`src/rtl/vid656_pkg.sv`:
```
package vid656_pkg;

  typedef enum logic [1:0] {
    CAP_ACTIVE = 2'b00,
    CAP_VBLANK = 2'b01,
    CAP_FIELD  = 2'b10,
    CAP_OFF    = 2'b11
  } cap_mode_e;

  typedef enum logic [1:0] {
    TRS_IDLE = 2'b00,
    TRS_ONES = 2'b01,
    TRS_Z1   = 2'b10,
    TRS_Z2   = 2'b11
  } trs_state_e;

  // protection bits {P3,P2,P1,P0} for a given flag triple
  function automatic logic [3:0] prot_of(input logic f, input logic v, input logic h);
    return {v ^ h, f ^ h, f ^ v, f ^ v ^ h};
  endfunction

endpackage

```
`src/rtl/vid656_trs_track.sv`:
```
module vid656_trs_track
  import vid656_pkg::*;
#(
  parameter int PIX_W = 10
) (
  input  logic             clk,
  input  logic             rst,
  input  logic [PIX_W-1:0] word,
  output logic             is_status,
  output logic             is_trs
);

  localparam logic [PIX_W-1:0] ALL_ONES = '1;
  localparam logic [PIX_W-1:0] ALL_ZERO = '0;

  trs_state_e st, st_nx;
  logic w_ones, w_zero;

  assign w_ones = (word == ALL_ONES);
  assign w_zero = (word == ALL_ZERO);

  always_comb begin
    st_nx = TRS_IDLE;
    unique case (st)
      TRS_IDLE: st_nx = w_ones ? TRS_ONES : TRS_IDLE;
      TRS_ONES: st_nx = w_ones ? TRS_ONES : (w_zero ? TRS_Z1 : TRS_IDLE);
      TRS_Z1:   st_nx = w_zero ? TRS_Z2 : (w_ones ? TRS_ONES : TRS_IDLE);
      TRS_Z2:   st_nx = TRS_IDLE;
      default:  st_nx = TRS_IDLE;
    endcase
  end

  always_ff @(posedge clk) begin
    if (rst) st <= TRS_IDLE;
    else     st <= st_nx;
  end

  assign is_status = (st == TRS_Z2);
  assign is_trs    = is_status | w_ones |
                     (w_zero & ((st == TRS_ONES) | (st == TRS_Z1)));

  AST_STATUS_AFTER_ZERO: assert property (@(posedge clk) disable iff (rst)
    is_status |-> ($past(word) == ALL_ZERO));

endmodule

```
`src/rtl/vid656_status_dec.sv`:
```
module vid656_status_dec
  import vid656_pkg::*;
(
  input  logic       clk,
  input  logic       rst,
  input  logic       stb,
  input  logic [6:0] hdr,
  output logic       good_stb,
  output logic       locked,
  output logic       f_q,
  output logic       v_q,
  output logic       h_q,
  output logic       err_q
);

  logic       rf, rv, rh;
  logic [3:0] syn;
  logic       fix_f, fix_v, fix_h, bad;

  assign rf  = hdr[6];
  assign rv  = hdr[5];
  assign rh  = hdr[4];
  assign syn = hdr[3:0] ^ prot_of(rf, rv, rh);

  always_comb begin
    fix_f = 1'b0;
    fix_v = 1'b0;
    fix_h = 1'b0;
    bad   = 1'b0;
    unique case (syn)
      4'b0000, 4'b1000, 4'b0100, 4'b0010, 4'b0001: ; // clean or parity-bit hit
      4'b0111: fix_f = 1'b1;
      4'b1011: fix_v = 1'b1;
      4'b1101: fix_h = 1'b1;
      default: bad   = 1'b1;
    endcase
  end

  assign good_stb = stb & ~bad;

  always_ff @(posedge clk) begin
    if (rst) begin
      f_q    <= 1'b0;
      v_q    <= 1'b0;
      h_q    <= 1'b0;
      locked <= 1'b0;
      err_q  <= 1'b0;
    end else begin
      if (good_stb) begin
        f_q    <= rf ^ fix_f;
        v_q    <= rv ^ fix_v;
        h_q    <= rh ^ fix_h;
        locked <= 1'b1;
      end
      if (stb & bad) err_q <= 1'b1;
    end
  end

  AST_FLAGS_HOLD: assert property (@(posedge clk) disable iff (rst)
    !stb |=> $stable({f_q, v_q, h_q}));
  AST_BAD_IGNORED: assert property (@(posedge clk) disable iff (rst)
    (stb && !good_stb) |=> ($stable({f_q, v_q, h_q}) && err_q));
  AST_ERR_STICKY: assert property (@(posedge clk) disable iff (rst)
    err_q |=> err_q);
  AST_LOCK_STICKY: assert property (@(posedge clk) disable iff (rst)
    locked |=> locked);

endmodule

```
`src/rtl/vid656_sample_path.sv`:
```
module vid656_sample_path
  import vid656_pkg::*;
#(
  parameter int PIX_W = 10,
  parameter int OUT_W = 16
) (
  input  logic             clk,
  input  logic             rst,
  input  logic [PIX_W-1:0] word,
  input  logic             is_trs,
  input  logic             good_stb,
  input  logic             locked,
  input  logic             v_q,
  input  logic             h_q,
  input  cap_mode_e        mode,
  input  logic             drop_en,
  input  logic             keep_odd,
  input  logic             sign_ext,
  output logic [OUT_W-1:0] out_data,
  output logic             out_valid
);

  localparam int PAD = OUT_W - PIX_W;

  logic             in_region, cand, keep, phase;
  logic [OUT_W-1:0] wide;

  always_comb begin
    unique case (mode)
      CAP_ACTIVE: in_region = ~v_q & ~h_q;
      CAP_VBLANK: in_region =  v_q & ~h_q;
      CAP_FIELD:  in_region = 1'b1;
      default:    in_region = 1'b0;
    endcase
  end

  assign cand = locked & in_region & ~is_trs;
  assign keep = ~drop_en | (phase == keep_odd);

  generate
    if (PAD > 0) begin : g_widen
      assign wide = {{PAD{sign_ext & word[PIX_W-1]}}, word};
    end else begin : g_trunc
      assign wide = word[OUT_W-1:0];
    end
  endgenerate

  always_ff @(posedge clk) begin
    if (rst) begin
      phase     <= 1'b0;
      out_valid <= 1'b0;
      out_data  <= '0;
    end else begin
      if (good_stb)  phase <= 1'b0;
      else if (cand) phase <= ~phase;
      out_valid <= cand & keep;
      if (cand & keep) out_data <= wide;
    end
  end

  AST_TRS_SILENT: assert property (@(posedge clk) disable iff (rst)
    is_trs |=> !out_valid);
  AST_ACTIVE_WIN: assert property (@(posedge clk) disable iff (rst)
    (mode == CAP_ACTIVE && (v_q || h_q)) |=> !out_valid);
  AST_VBLANK_WIN: assert property (@(posedge clk) disable iff (rst)
    (mode == CAP_VBLANK && (!v_q || h_q)) |=> !out_valid);
  AST_FIELD_ALL: assert property (@(posedge clk) disable iff (rst)
    (mode == CAP_FIELD && locked && !is_trs && !drop_en) |=> out_valid);
  AST_OFF_SILENT: assert property (@(posedge clk) disable iff (rst)
    (mode == CAP_OFF || !locked) |=> !out_valid);

endmodule

```
`src/rtl/vid656_rx.sv`:
```
module vid656_rx
  import vid656_pkg::*;
#(
  parameter int PIX_W = 10,
  parameter int OUT_W = 16
) (
  input  logic             clk,
  input  logic             rst,
  input  logic [PIX_W-1:0] pix_in,
  input  logic [1:0]       cap_mode,
  input  logic             drop_en,
  input  logic             keep_odd,
  input  logic             sign_ext,
  output logic [OUT_W-1:0] out_data,
  output logic             out_valid,
  output logic             fld,
  output logic             vblank,
  output logic             hblank,
  output logic             hdr_err
);

  logic is_status, is_trs, good_stb, locked;

  vid656_trs_track #(.PIX_W(PIX_W)) u_trs (
    .clk       (clk),
    .rst       (rst),
    .word      (pix_in),
    .is_status (is_status),
    .is_trs    (is_trs)
  );

  vid656_status_dec u_dec (
    .clk      (clk),
    .rst      (rst),
    .stb      (is_status),
    .hdr      (pix_in[PIX_W-2 -: 7]),
    .good_stb (good_stb),
    .locked   (locked),
    .f_q      (fld),
    .v_q      (vblank),
    .h_q      (hblank),
    .err_q    (hdr_err)
  );

  vid656_sample_path #(.PIX_W(PIX_W), .OUT_W(OUT_W)) u_path (
    .clk       (clk),
    .rst       (rst),
    .word      (pix_in),
    .is_trs    (is_trs),
    .good_stb  (good_stb),
    .locked    (locked),
    .v_q       (vblank),
    .h_q       (hblank),
    .mode      (cap_mode_e'(cap_mode)),
    .drop_en   (drop_en),
    .keep_odd  (keep_odd),
    .sign_ext  (sign_ext),
    .out_data  (out_data),
    .out_valid (out_valid)
  );

endmodule

```
`config.mk`:
```
export PLATFORM = sky130hd
export DESIGN_NAME = vid656_rx
export DESIGN_NICKNAME = d
export VERILOG_FILES = /design/src/rtl/vid656_pkg.sv /design/src/rtl/vid656_trs_track.sv /design/src/rtl/vid656_status_dec.sv /design/src/rtl/vid656_sample_path.sv /design/src/rtl/vid656_rx.sv
export SDC_FILE = /design/constraint.sdc
export NUM_CORES = 1
export LEC_CHECK = 0
export BUFFER_PORTS_ARGS = -buffer_cell sky130_fd_sc_hd__buf_2
export CORE_MARGIN = 2
export CORE_UTILIZATION = 35
export DETAILED_ROUTE_END_ITERATION = 6
export SLEW_MARGIN = 40
export SYNTH_ARGS = -nofsm -noshare
export SYNTH_HDL_FRONTEND = slang
export SYNTH_HIERARCHICAL = 1
export SYNTH_SLANG_ARGS = --single-unit
```
`constraint.sdc`:
```
create_clock -name clk -period 6.3 [get_ports clk]
set_input_delay 1.575 -clock clk [delete_from_list [all_inputs] [get_ports clk]]
set_output_delay 1.575 -clock clk [all_outputs]
set_load 0.01 [all_outputs]
```
==> summary.txt <==
Yosys
  • Cell count after synthesis: 185
  • Synth Flop Type: dfxtp_1
  • Asr flop ratio synth: 0%
  • Sequential cell area fraction in the yosys report: 24.2%
  • Synthesized area: 0.00165 mm²
  • Synth Net Count: 206
  • Cell taking the most area after synthesis: dfxtp_1
  • Unique masters post-synth: 53
  • Post-Syn Area per Cell: 8.94 µm²
  • Synth warnings: 6
  • Top cell type's share of synthesized area: 24.2%
  • EDFF count, synth: 0
  • Top post-synthesis cells by area: dfxtp_1 (24%), nand4b_1 (5.3%), o21ai_2 (5.3%), nand2b_1 (4.2%), mux4_2 (4.1%)
  • Synthesized flop and latch total: 20

Clock tree
  • Worst skew pair latency: 0.26 ns
  • Reg clk slew, reported paths: 0.08 ns
  • Inserted Clock Buffers: 3
  • Post-CTS Setup Inserts: 0
  • # hold bufs at CTS: 0
  • H-tree levels: 1
  • Clock sinks: 20
  • Max Root-Sink Buffers: 2
  • CTS tree: done
  • CTS Root Buffer Type: clkbuf_8
  • Gates resized, CTS repair: 0

Place
  • Place WS: 2.57 ns
  • Post-DP HPWL: 2490 µm
  • # port buffers: 37
  • GPL Wtd Cong: 0.755

STA
  • RSZ-0062 raised after global routing: no
  • Setup tns final: 0 ns
  • Final Hold Fails: 0
  • Final worst setup slack: 2.86 ns
  • Fin crit share: 54.5%
  • Clock Skews: 0.00369 ns
  • Setup-failing EPs final: 0
  • Max Slew Vio Count: 0
  • Slew HR: 64.4%
  • Peak Freq: 291 MHz
  • Min Clock Period, post-route: 3.44 ns
  • Slew @ Worst Pin: 0.521 ns

Drt
  • WL final: 3610 µm
  • Router iterations before antenna repair: 4
  • Drt wl/cell: 13.8 µm
  • Via density: 5.38
  • DRT iter0 DRCs: 121
  • Vias: 1403
  • Final ANT Viol Nets: 0
  • DRC: 0

Die
  • Die Wd: 72.7 µm
  • Core ar.: 0.00463 mm²
  • Row cnt: 25
  • DIE AREA: 0.00529 mm²
  • Starting density of the core: 35.7%
  • IO Pins: 38
  • Die Y-Extent: 72.7 µm

Worst setup path
  • Crit end category: register
  • Critical path class: input pin to register
  • CP required: 6.46 ns
  • CP Launch Type: input pin
  • Crit path max fanout: 20
  • Arrival @ worst endpoint: 3.59 ns

Layout
  • Area Growth Syn to Fin: 11.6%
  • Share of layout cells above drive strength 1: 31.4%
  • Final nets: 229
  • Ant diodes: 0
  • Area occupied by multi-input gates: 0.00109 mm²
  • Sequential cell area: 400 µm²
  • Filler instances: 488

GRT
  • Grt total ovfl: 0
  • First-pass GRT wire length: 5730 µm
  • Vias in the first global route: 1221
  • Largest net degree at the start of global routing: 35
  • Total track usage: 13.5%
  • Initial antenna violation count: 0

Flow run
  • Total of max-cap violations: 0

Status
  • Status: finished, final reports clean

Power
  • Total Power Consumption: 0.315 mW
  • Peak VDD IR: 0.0721 mV
  • PwrDens: 170 mW/mm²
  • Total leakage power: 0.785 nW

Worst hold path
  • Hold Path Class: register to register
## per-stage QoR
step	area, µm²	hold slack, ns	instances	utilization (%)
3_5_place_dp	1780	0.446	257	38.4
2_1_floorplan	1650	0.423	185	-
6_report	1850	0.461	261	39.9
5_1_grt	1850	0.480	261	39.9
4_1_cts	1850	0.459	261	39.9
3_3_place_gp	1780	0.440	257	38.4
## layer usage
layer  global-route usage [%]  vias up  wire length, µm
li1                         -      709                -
met1                     18.4      658             1830
met2                     21.9       34             1600
met3                     2.35        2              157
met4                     3.70        0               18
met5                        0        -                0
## cells in the mapped netlist (2+ instances only)
cell      instances
dfxtp_1          20
nand2b_1         11
nand4b_1         10
o21ai_2          10
inv_1             8
o21ai_0           8
a21oi_1           7
nor2_1            7
nor2b_1           7
buf_4             6
nand2_1           6
xnor2_1           6
xor2_1            6
buf_2             5
buf_6             4
ha_1              4
nor3_1            4
nor3b_1           4
a22oi_1           3
clkbuf_1          3
mux2_1            3
mux2i_1           3
mux4_2            3
a31oi_1           2
and2_4            2
and3_1            2
and3b_1           2
and4b_1           2
nand4_1           2
nor2_2            2
## path summary, 6_finish.rpt
check	startpoint	end	slack [ns]	depth (start not counted)
worst max-delay path	pix_in[6]	u_dec/h_q	2.86	7
worst min-delay path	u_dec/locked	u_dec/locked	0.46	2
worst max register to register	u_trs/st[0]	u_path/out_data[1]	4.06	7
worst min register to register	u_dec/locked	u_dec/locked	0.46	2
## cell families (layout without fill, tap and decap cells)
family	Yosys count	in the layout	share of synthesized area [%]
compound gates	40	40	18.1
xor+xnor	12	12	6.35
fa+ha+maj	4	4	3.03
buf+inv	27	49	9.76
flops	20	20	24.2
mux	10	10	8.85
simple gates	72	72	29.7
## area by class of cell
type                    instances  share of cell area (%)
well taps                      54                    3.66
multi-input cells             138                    59.1
repair buffers                 37                    10.0
inverters                       8                    1.63
clock buffers                   3                    2.24
flip-flops and latches         20                    21.7
clock inverters                 1                    1.63
## flip-flops by register name, summed over array words and instances (netlist names)
name              flops
u_dec/v_q             1
u_dec/f_q             1
u_path/out_valid      1
u_dec/h_q             1
u_dec/locked          1
u_path/phase          1
u_path/out_data      11
u_dec/err_q           1
u_trs/st              2
## power by group
group	switching, mW	total, mW	internal, mW	leakage, nW
registers	0.00000356	0.126	0.126	0.161
clock network	0.0469	0.132	0.0848	0.0357
logic	0.0329	0.0567	0.0238	0.588
total	0.0798	0.315	0.235	0.785
## placed cells by master, fill, tap and decap left out, types with 3 or more instances in the layout
cell type / Yosys / routed
a21oi_1: 7 / 7
a22oi_1: 3 / 3
buf_2: 5 / 37
clkbuf_8: 0 / 3
dfxtp_1: 20 / 20
ha_1: 4 / 4
inv_1: 8 / 8
mux2_1: 3 / 3
mux2i_1: 3 / 3
mux4_2: 3 / 3
nand2_1: 6 / 6
nand2b_1: 11 / 11
nand4b_1: 10 / 10
nor2_1: 7 / 7
nor2b_1: 7 / 7
nor3_1: 4 / 4
nor3b_1: 4 / 4
o21ai_0: 8 / 8
o21ai_2: 10 / 10
xnor2_1: 6 / 6
xor2_1: 6 / 6
## critical path: stages
cell and delay (ns):
buf_2 0.30, and2_4 0.22, a21oi_1 0.04, mux4_2 0.52, and3_4 0.22, o41ai_4 0.34, mux2_1 0.36
No activity file was read; power rests on OpenSTA's default activity.
